==> config.mk <==
export PLATFORM = sky130hd
export DESIGN_NAME = sync_sram_dcd
export DESIGN_NICKNAME = d
export VERILOG_FILES = /design/src/rtl/sram_dcd_pkg.sv /design/src/rtl/sram_dcd_in_stage.sv /design/src/rtl/sram_dcd_array.sv /design/src/rtl/sram_dcd_out_path.sv /design/src/rtl/sync_sram_dcd.sv
export SDC_FILE = /design/constraint.sdc
export NUM_CORES = 1
export LEC_CHECK = 0
export CAP_MARGIN = 25
export CORE_ASPECT_RATIO = 1.2
export CORE_MARGIN = 1.5
export CORE_UTILIZATION = 52
export CTS_CLUSTER_SIZE = 8
export DETAILED_ROUTE_END_ITERATION = 8
export DONT_BUFFER_PORTS = 1
export PLACE_DENSITY = 0.72
export SLEW_MARGIN = 20
export SYNTH_ARGS = -nofsm -noshare
export SYNTH_HDL_FRONTEND = slang
export SYNTH_HIERARCHICAL = 1
export SYNTH_SLANG_ARGS = --single-unit
==> constraint.sdc <==
create_clock -name clk -period 5 [get_ports clk]
set_input_delay 1 -clock clk [delete_from_list [all_inputs] [get_ports clk]]
set_output_delay 1 -clock clk [all_outputs]
set_load 0.01 [all_outputs]
==> src/rtl/sram_dcd_pkg.sv <==
package sram_dcd_pkg;

  typedef enum logic [1:0] {
    CMD_DESEL = 2'd0,
    CMD_READ  = 2'd1,
    CMD_WRITE = 2'd2
  } cmd_e;

  // Command decode: sleep or no select gives a deselect. A global write, or a
  // byte write with at least one lane, gives a write. Anything else is a read.
  function automatic cmd_e decode_cmd(input logic chip_en, input logic sleep,
                                      input logic glob_wr, input logic byte_wr_en,
                                      input logic any_lane);
    if (!chip_en || sleep) return CMD_DESEL;
    if (glob_wr || (byte_wr_en && any_lane)) return CMD_WRITE;
    return CMD_READ;
  endfunction

endpackage

==> src/rtl/sram_dcd_in_stage.sv <==
module sram_dcd_in_stage
  import sram_dcd_pkg::*;
#(
  parameter int ADDR_W = 5,
  parameter int LANES  = 2,
  parameter int LANE_W = 9
) (
  input  logic                     clk,
  input  logic                     rst_n,
  input  logic                     sleep,
  input  logic                     chip_en,
  input  logic                     glob_wr,
  input  logic                     byte_wr_en,
  input  logic [LANES-1:0]         byte_sel,
  input  logic [ADDR_W-1:0]        addr,
  input  logic [LANES*LANE_W-1:0]  wdata,
  output cmd_e                     cmd_q,
  output logic [ADDR_W-1:0]        addr_q,
  output logic [LANES*LANE_W-1:0]  wdata_q,
  output logic [LANES-1:0]         lane_q
);

  localparam int DATA_W = LANES * LANE_W;

  function automatic logic [LANES-1:0] pick_lanes(input logic gw,
                                                  input logic [LANES-1:0] sel);
    return gw ? {LANES{1'b1}} : sel;
  endfunction

  cmd_e cmd_d;
  assign cmd_d = decode_cmd(chip_en, sleep, glob_wr, byte_wr_en, |byte_sel);

  always_ff @(posedge clk or negedge rst_n) begin
    if (!rst_n) begin
      cmd_q   <= CMD_DESEL;
      addr_q  <= '0;
      wdata_q <= {DATA_W{1'b0}};
      lane_q  <= '0;
    end else begin
      cmd_q   <= cmd_d;
      addr_q  <= addr;
      wdata_q <= wdata;
      lane_q  <= pick_lanes(glob_wr, byte_sel);
    end
  end

  AST_GW_ALL_LANES: assert property (@(posedge clk) disable iff (!rst_n)
    (chip_en && glob_wr && !sleep) |=> (cmd_q == CMD_WRITE && (&lane_q)));

  AST_EMPTY_BYTE_WRITE_READS: assert property (@(posedge clk) disable iff (!rst_n)
    (chip_en && !glob_wr && byte_wr_en && byte_sel == '0 && !sleep) |=> (cmd_q == CMD_READ));

  AST_SLEEP_DROPS_CMD: assert property (@(posedge clk) disable iff (!rst_n)
    sleep |=> (cmd_q == CMD_DESEL));

endmodule

==> src/rtl/sram_dcd_array.sv <==
module sram_dcd_array #(
  parameter int ADDR_W = 5,
  parameter int LANES  = 2,
  parameter int LANE_W = 9
) (
  input  logic                     clk,
  input  logic                     rst_n,
  input  logic                     wr_fire,
  input  logic [ADDR_W-1:0]        wr_addr,
  input  logic [LANES*LANE_W-1:0]  wr_data,
  input  logic [LANES-1:0]         wr_lanes,
  input  logic [ADDR_W-1:0]        rd_addr,
  output logic [LANES*LANE_W-1:0]  rd_data
);

  localparam int DATA_W = LANES * LANE_W;
  localparam int DEPTH  = 1 << ADDR_W;

  function automatic logic [DATA_W-1:0] lane_bits(input logic [LANES-1:0] l);
    logic [DATA_W-1:0] r;
    for (int i = 0; i < LANES; i++) r[i*LANE_W +: LANE_W] = {LANE_W{l[i]}};
    return r;
  endfunction

  function automatic logic [DATA_W-1:0] merge_lanes(input logic [DATA_W-1:0] old_w,
                                                    input logic [DATA_W-1:0] new_w,
                                                    input logic [LANES-1:0] l);
    logic [DATA_W-1:0] m;
    m = lane_bits(l);
    return (old_w & ~m) | (new_w & m);
  endfunction

  logic [DATA_W-1:0] mem [DEPTH];
  logic [DATA_W-1:0] old_word;
  logic [DATA_W-1:0] merged_word;
  logic [DATA_W-1:0] keep_mask;

  assign old_word    = mem[wr_addr];
  assign merged_word = merge_lanes(old_word, wr_data, wr_lanes);
  assign keep_mask   = ~lane_bits(wr_lanes);

  // Self-timed write: the word is stored on the edge after capture.
  always_ff @(posedge clk) begin
    if (wr_fire) mem[wr_addr] <= merged_word;
  end

  assign rd_data = mem[rd_addr];

  AST_UNSELECTED_LANES_KEPT: assert property (@(posedge clk) disable iff (!rst_n)
    wr_fire |=> (((mem[$past(wr_addr)] ^ $past(old_word)) & $past(keep_mask)) == '0));

endmodule

==> src/rtl/sram_dcd_out_path.sv <==
module sram_dcd_out_path
  import sram_dcd_pkg::*;
#(
  parameter int LANES  = 2,
  parameter int LANE_W = 9
) (
  input  logic                     clk,
  input  logic                     rst_n,
  input  logic                     pipe_mode,
  input  logic                     oe,
  input  logic                     sleep,
  input  cmd_e                     cmd1,
  input  logic [LANES*LANE_W-1:0]  rd1,
  output logic [LANES*LANE_W-1:0]  dq_out,
  output logic                     dq_oe
);

  localparam int DATA_W = LANES * LANE_W;

  cmd_e              cmd2;
  logic [DATA_W-1:0] data2;
  cmd_e              prev_cmd;
  logic [DATA_W-1:0] hold_data;

  cmd_e              shown_cmd;
  logic [DATA_W-1:0] shown_data;
  logic [DATA_W-1:0] drv_data;
  logic              bus_on;

  // Flow-through shows stage 1, pipelined shows the output register.
  assign shown_cmd  = pipe_mode ? cmd2  : cmd1;
  assign shown_data = pipe_mode ? data2 : rd1;

  // A deselect right after a read keeps the last word on the bus one cycle.
  assign drv_data = (shown_cmd == CMD_READ) ? shown_data : hold_data;
  assign bus_on   = (shown_cmd == CMD_READ) ||
                    (shown_cmd == CMD_DESEL && prev_cmd == CMD_READ);

  assign dq_out = drv_data;
  assign dq_oe  = bus_on && oe && !sleep;

  always_ff @(posedge clk or negedge rst_n) begin
    if (!rst_n) begin
      cmd2      <= CMD_DESEL;
      data2     <= {DATA_W{1'b0}};
      prev_cmd  <= CMD_DESEL;
      hold_data <= {DATA_W{1'b0}};
    end else begin
      cmd2      <= cmd1;
      data2     <= rd1;
      prev_cmd  <= shown_cmd;
      hold_data <= drv_data;
    end
  end

  AST_SECOND_DESEL_RELEASES: assert property (@(posedge clk) disable iff (!rst_n)
    (shown_cmd == CMD_DESEL && $past(shown_cmd) == CMD_DESEL) |-> !dq_oe);

  AST_HELD_WORD_STABLE: assert property (@(posedge clk) disable iff (!rst_n)
    (shown_cmd == CMD_DESEL && dq_oe) |-> $stable(dq_out));

  AST_PIPE_LATENCY: assert property (@(posedge clk) disable iff (!rst_n)
    (pipe_mode && $past(pipe_mode) && $past(cmd1) == CMD_READ && oe && !sleep)
      |-> (dq_oe && dq_out == $past(rd1)));

endmodule

==> src/rtl/sync_sram_dcd.sv <==
module sync_sram_dcd
  import sram_dcd_pkg::*;
#(
  parameter int ADDR_W = 5,
  parameter int LANES  = 2,
  parameter int LANE_W = 9
) (
  input  logic                     clk,
  input  logic                     rst_n,
  input  logic                     pipe_mode,
  input  logic                     chip_en,
  input  logic                     glob_wr,
  input  logic                     byte_wr_en,
  input  logic [LANES-1:0]         byte_sel,
  input  logic [ADDR_W-1:0]        addr,
  input  logic [LANES*LANE_W-1:0]  wdata,
  input  logic                     oe,
  input  logic                     sleep,
  output logic [LANES*LANE_W-1:0]  dq_out,
  output logic                     dq_oe
);

  localparam int DATA_W = LANES * LANE_W;

  cmd_e              cmd1;
  logic [ADDR_W-1:0] addr1;
  logic [DATA_W-1:0] wdata1;
  logic [LANES-1:0]  lanes1;
  logic [DATA_W-1:0] rd1;
  logic              wr_fire;

  sram_dcd_in_stage #(.ADDR_W(ADDR_W), .LANES(LANES), .LANE_W(LANE_W)) u_in (
    .clk        (clk),
    .rst_n      (rst_n),
    .sleep      (sleep),
    .chip_en    (chip_en),
    .glob_wr    (glob_wr),
    .byte_wr_en (byte_wr_en),
    .byte_sel   (byte_sel),
    .addr       (addr),
    .wdata      (wdata),
    .cmd_q      (cmd1),
    .addr_q     (addr1),
    .wdata_q    (wdata1),
    .lane_q     (lanes1)
  );

  // A write already captured is dropped if sleep arrives before it lands.
  assign wr_fire = (cmd1 == CMD_WRITE) && !sleep;

  sram_dcd_array #(.ADDR_W(ADDR_W), .LANES(LANES), .LANE_W(LANE_W)) u_array (
    .clk      (clk),
    .rst_n    (rst_n),
    .wr_fire  (wr_fire),
    .wr_addr  (addr1),
    .wr_data  (wdata1),
    .wr_lanes (lanes1),
    .rd_addr  (addr1),
    .rd_data  (rd1)
  );

  sram_dcd_out_path #(.LANES(LANES), .LANE_W(LANE_W)) u_out (
    .clk       (clk),
    .rst_n     (rst_n),
    .pipe_mode (pipe_mode),
    .oe        (oe),
    .sleep     (sleep),
    .cmd1      (cmd1),
    .rd1       (rd1),
    .dq_out    (dq_out),
    .dq_oe     (dq_oe)
  );

  AST_WRITE_STAGE_QUIET: assert property (@(posedge clk) disable iff (!rst_n)
    (!pipe_mode && cmd1 == CMD_WRITE) |-> !dq_oe);

endmodule

==> results_dict.tcl, run 1 <==
set metrics [dict create \
    synth_warnings 6 \
    cell_internal_pwr_uw 9860 \
    grt.total_usage_pct 28.5 \
    synth_cell_type_count 51 \
    io_pins 52 \
    synth.area.mux_share_pct 26.6 \
    synth_top_family_by_area "multiplexers" \
    drt_pass1_iterations 5 \
    cp_max_fo 53 \
    finalSetupViolCount 0 \
    first_global_vias 17000 \
    grt_setup_unrepaired "false" \
    required_ps 4000 \
    swShare_pct 22.3 \
    num_vias 16800 \
    placedCellCount 2245 \
    finalNetCount 1644 \
    path_class "reg -> out" \
    die_area_sq_um 57600 \
    syn_inst 1511 \
    post-route-period-util_pct 95.1 \
    drt-initial-drc-count 2026 \
    yosys.area_share.simple_pct 2.51 \
    wl_per_cell_microns 33.3 \
    port_buffers 0 \
    max_cap_violations 0 \
    power.leakage_uw 0.0112 \
    start_kind "flip-flop" \
    cts_tree "yes" \
    clkSinkCount 643 \
    synthAdderAreaFrac_pct 0 \
    syn_nets 1544 \
    comb_power_share_pct 8.0 \
    drtAntennaViolNets 0 \
    grt_max_degree 68 \
    antenna_found_initial 2 \
    clock_path_buffers 3 \
    post-cts-setup-buffers 0 \
    gp_congestion 0.872 \
    start_util_pct 52.4 \
    setup_tns_ps 0 \
    ys_ff_latch 643 \
    endpoint_kind "output pin" \
    synth-compound-area-share_pct 3.70 \
    fillers 3862 \
    cts.clk_slew.worst_paths_ps 50 \
    power_frac_clock_pct 43.7 \
    core_sq_um 55700 \
    cts_buffers 90 \
    slew_headroom_pct 21.4 \
    synth.avg_cell_area_sq_um 19.3 \
    place_hpwl_microns 51400 \
    cts.htree.levels 3 \
    synth_area_sq_um 29200 \
    pre_cts_ws_ps 804 \
    max_freq_mhz 210 \
    power_switching_uw 2830 \
    period_needed_ps 4760 \
    worst_pin_slew_ps 1180 \
    rows 95 \
    min_path_type "in -> async" \
    wirelength_microns 80500 \
    grt_pass1_wl_microns 115000 \
    yosysSeqAreaShare_pct 64.9 \
    power.total_uw 12700 \
    slew_violations 0 \
    synthArstFlopShare_pct 10.4 \
    skew_ps 20.5 \
    final_hold_viol_count 0 \
    final-instance-count-excl-fill 2415 \
    clk_latency_ps 630 \
    vdd_ir_drop_max_mv 0.312 \
    chipHeight_microns 263 \
    finalWorstSetupSlack_ps 244 \
    viasPerCell 6.95 \
    design_area_sq_um 33300 \
    synth-edff-count 576 \
    drive_gt1_share_pct 33.4 \
    worst_ep_arrival_time_ps 3760 \
    placed_area_sq_um 30700 \
    drc 0 \
    synth_xor_xnor_area_share_pct 0 \
    synthFlopType "edfxtp_1" \
    grt-ovfl-total 0 \
    powerDensity_nw_per_um2 381 \
    dieWidth_microns 219 \
    seqPwrFrac_pct 48.3 \
    status "complete, no violations" \
    areaGrowthSynthToFinish_pct 14.0 \
    cts_root_buf "clkbuf_16" \
]
## cells by family after synthesis
logic type             count (synthesis)
DFF                                  643
muxes                                450
and+or+nand+nor                      150
AOI/OAI and AO/OA                    141
buffers and inverters                127
## synthesized netlist by cell type (all sizes together) (7+ instances only)
library cell,count,area share [%]
nand2,18,0.23
mux4,258,20
a22o,18,0.54
nor4,8,0.17
nor2b,10,0.21
a221oi,31,0.93
buf,79,1.6
mux2,36,1.4
mux2i,156,5.3
inv,15,0.19
clkbuf,33,0.42
o22ai,19,0.41
a22oi,8,0.21
o21ai,15,0.26
nand2b,10,0.21
nor2,77,0.99
a211o,8,0.24
dfrtp,67,5.7
a21oi,7,0.12
a32oi,11,0.33
edfxtp,576,59
## final cells by class
class / count / area (sq um) / share of cell area, %
inverters: 15 / 56.3 / 0.169
well taps: 727 / 910 / 2.73
diodes: 4 / 10.0 / 0.0301
clock inverters: 4 / 31.3 / 0.0939
repair buffers: 120 / 1040 / 3.13
clock buffers: 161 / 2540 / 7.63
multi-input cells: 741 / 9730 / 29.2
flip-flops and latches: 643 / 19000 / 57.0
## power by group through the flow
stage	Sequential (uW)	Clock, uW	Combinational [uW]
2_1_floorplan	6190	0	745
5_1_grt	6140	5840	1070
6_report	6130	5540	1010
4_1_cts	6140	5610	1010
3_5_place_dp	6230	0	1000
3_3_place_gp	6230	0	974
## metal layers
metal | global-route usage (%) | routed length, microns
met2 | 46.9 | 40500
met3 | 5.39 | 8240
met5 | 0 | 0
met4 | 14.9 | 4360
met1 | 36.0 | 27500
## critical path, cell delays in order (launching register included)
cell	delay, ps
dfrtp_4	900
buf_12	290
buf_4	290
mux4_2	240
mux4_2	220
nor2_1	50
a221oi_1	590
mux2i_1	160
mux2i_1	310
## registers in the layout (all words and copies together), names as in the netlist
name and count:
u_out/hold_data 18, u_out/cmd2 2, u_in/addr_q 5, u_in/wdata_q 18, u_array/mem 576, u_out/data2 18, u_out/prev_cmd 2, u_in/lane_q 2
u_in/cmd_q 2
## timing repair
action | CTS | global route
endpoints found under the setup margin | 0 | 1
hold buffers | 0 | 0
resized for setup | 0 | 1
## stage by stage
| stage | hold slack (ps) | utilization (%) |
|---|---|---|
| 3_3_place_gp | 411 | 55.1 |
| 4_1_cts | 38.2 | 59.7 |
| 2_1_floorplan | 377 | - |
| 5_1_grt | 53.3 | 59.7 |
| 3_5_place_dp | 426 | 55.1 |
| 6_report | 68.7 | 59.7 |
## placed cells by master (no fill, tap or decap), drive strengths merged, types with 5 or more instances in the layout
master	n
a32oi	11
mux2	36
nor2b	10
nor4	8
a22o	18
a22oi	8
a211o	8
dfrtp	67
inv	18
a21oi	7
or2	5
nor2	77
clkbuf	162
nand2b	10
o22ai	19
o21ai	15
mux4	258
mux2i	156
nand2	18
edfxtp	576
buf	119
a221oi	31
## final timing paths
check	startpoint	endpoint	slack (ps)	cells past startpoint
max reg2reg	u_in/addr_q[2]	u_array/mem[6][14]	1020	6
min in group clk	addr[3]	u_in/addr_q[3]	400	0
max	u_in/addr_q[1]	dq_out[2]	240	8
min	rst_n	u_out/data2[12]	70	0
max in group asynchronous	rst_n	u_in/wdata_q[7]	4790	0
min reg2reg	u_in/cmd_q[1]	u_out/cmd2[1]	430	0
Note: power is estimated with default switching activity, not from simulation.
==> run 2: changes to the inputs <==
Settings changed: PLACE_DENSITY 0.72 to 0.75.
Clock period 5 ns to 4.1 ns, I/O delays scaled along.
==> results_dict.tcl, run 2 (synthesis results as in run 1) <==
set metrics [dict create \
    status "complete, no violations" \
    cts_buffers 90 \
    worst_ep_arrival_time_ps 3240 \
    core_sq_um 55700 \
    viasPerCell 7.00 \
    power_frac_clock_pct 43.7 \
    worst_pin_slew_ps 1050 \
    required_ps 3280 \
    skew_ps 25.6 \
    max_freq_mhz 246 \
    drc 0 \
    antenna_found_initial 4 \
    io_pins 52 \
    cp_max_fo 17 \
    final_core_util_pct 61.1 \
    start_util_pct 52.4 \
    drtAntennaViolNets 0 \
    mostFrequentLayoutCells "edfxtp_1, mux4_2, mux2i_1" \
    grt_setup_unrepaired "true" \
    max_cap_violations 0 \
    gp_congestion 0.881 \
    cts_root_buf "clkbuf_16" \
    vdd_ir_drop_max_mv 0.363 \
    holdWs_ps 63.8 \
    chipHeight_microns 263 \
    period_needed_ps 4060 \
    cpPeakStageDelay_ps 500 \
    areaGrowthSynthToFinish_pct 16.7 \
    final-instance-count-excl-fill 2469 \
    cell_internal_pwr_uw 12100 \
    finalWorstSetupSlack_ps 41.5 \
    grt.total_usage_pct 29.4 \
    clk_latency_ps 640 \
    clkSinkCount 643 \
    clock_path_buffers 3 \
    largest_reg_flops 576 \
    slowest_stage "dfrtp_4" \
    slew_headroom_pct 29.9 \
    cts_tree "yes" \
    power_switching_uw 3580 \
    post-route-period-util_pct 99.0 \
    drive_gt1_share_pct 36.2 \
    worstPathCellList "buf_4 > buf_12 > bufbuf_16 > buf_4 > mux4_2 > mux2i_1 > a221oi_4 > mux2i_1 > mux2i_2" \
    dieWidth_microns 219 \
    layout_commonest_cell "edfxtp_1" \
    min_path_type "in -> async" \
    largest_register "u_array/mem" \
    comb_power_share_pct 8.7 \
    drt-initial-drc-count 2456 \
    place_hpwl_microns 52000 \
    first_global_vias 17600 \
    endpoint_kind "output pin" \
    power.leakage_uw 0.0116 \
    fillers 3721 \
    final_hold_viol_count 0 \
    slew_violations 0 \
    finalNetCount 1695 \
    placedCellCount 2276 \
    swShare_pct 22.8 \
    die_area_sq_um 57600 \
    port_buffers 0 \
    path_class "reg -> out" \
    num_vias 17300 \
    pre_cts_ws_ps 471 \
    grt_max_degree 68 \
    wl_per_cell_microns 34.3 \
    grt_pass1_wl_microns 120000 \
    cts.htree.levels 3 \
    start_kind "flip-flop" \
    rows 95 \
    powerDensity_nw_per_um2 460 \
    cts.clk_slew.worst_paths_ps 50 \
    drt_pass1_iterations 6 \
    wirelength_microns 84700 \
    seqPwrFrac_pct 47.6 \
    grt-ovfl-total 0 \
    finalSetupViolCount 0 \
]
-- run 2: final timing paths --
kind	endpoint	slack, ps	cells after the start	startpoint
setup / recovery	dq_out[10]	40	9	u_in/addr_q[0]
hold / removal	u_out/hold_data[17]	60	1	rst_n
setup reg to reg	u_array/mem[5][5]	690	7	u_in/addr_q[2]
hold reg to reg	u_out/cmd2[1]	430	0	u_in/cmd_q[1]
max in group asynchronous	u_in/addr_q[1]	3640	1	rst_n
min in group clk	u_in/addr_q[3]	200	0	addr[3]
-- run 2: critical path: cells and delay by family, from the launching register on --
family	cells	cell delay [ps]
mux	4	880
flops	1	500
compound gates	1	470
buf+inv	4	760
-- run 2: what timing repair did --
item	4_1_cts	5_1_grt
gates cloned	1	3
setup buffers	9	7
pin swaps	1	0
endpoints found under the setup margin	14	13
hold endpoints to repair	67	0
hold buffers	1	0
resized for setup	10	11
-- run 2: stage by stage --
stage               instance area (sq um)  setup TNS, ps  total power [uW]
floorplan                           29200              0              8450
global placement                    31000              0              8810
detailed placement                  31000              0              8850
CTS                                 33900          -25.7             15700
global route                        34100          -56.7             16100
finish                              34100              0             15700
-- run 2: layer usage --
metal  up-vias  track usage, %  part of all wire, %
met2      1272            47.5                   49
met1      9000            37.5                   34
met3       258            7.03                   12
met5         -               0                0.014
met4         2            14.3                  5.1
li1       6755               -                    -
-- run 2: cell type report --
| class | instances | area [sq um] | share of cell area, % |
|---|---|---|---|
| antenna | 3 | 7.51 | 0.0220 |
| timing repair buffer | 171 | 1710 | 5.01 |
| clock inverter | 7 | 75.1 | 0.220 |
| clock buffer | 162 | 2540 | 7.46 |
| tap | 727 | 910 | 2.67 |
| inverter | 15 | 56.3 | 0.165 |
| sequential | 643 | 19000 | 55.7 |
| multi-input combinational | 741 | 9800 | 28.8 |
-- run 2: power groups by stage --
| stage | Clock [uW] | Combinational [uW] | Sequential (uW) |
|---|---|---|---|
| after global placement | 0 | 1220 | 7580 |
| after floorplan | 0 | 909 | 7540 |
| final | 6850 | 1370 | 7460 |
| after global routing | 7170 | 1450 | 7470 |
| after CTS | 6900 | 1320 | 7470 |
| after detailed placement | 0 | 1260 | 7590 |
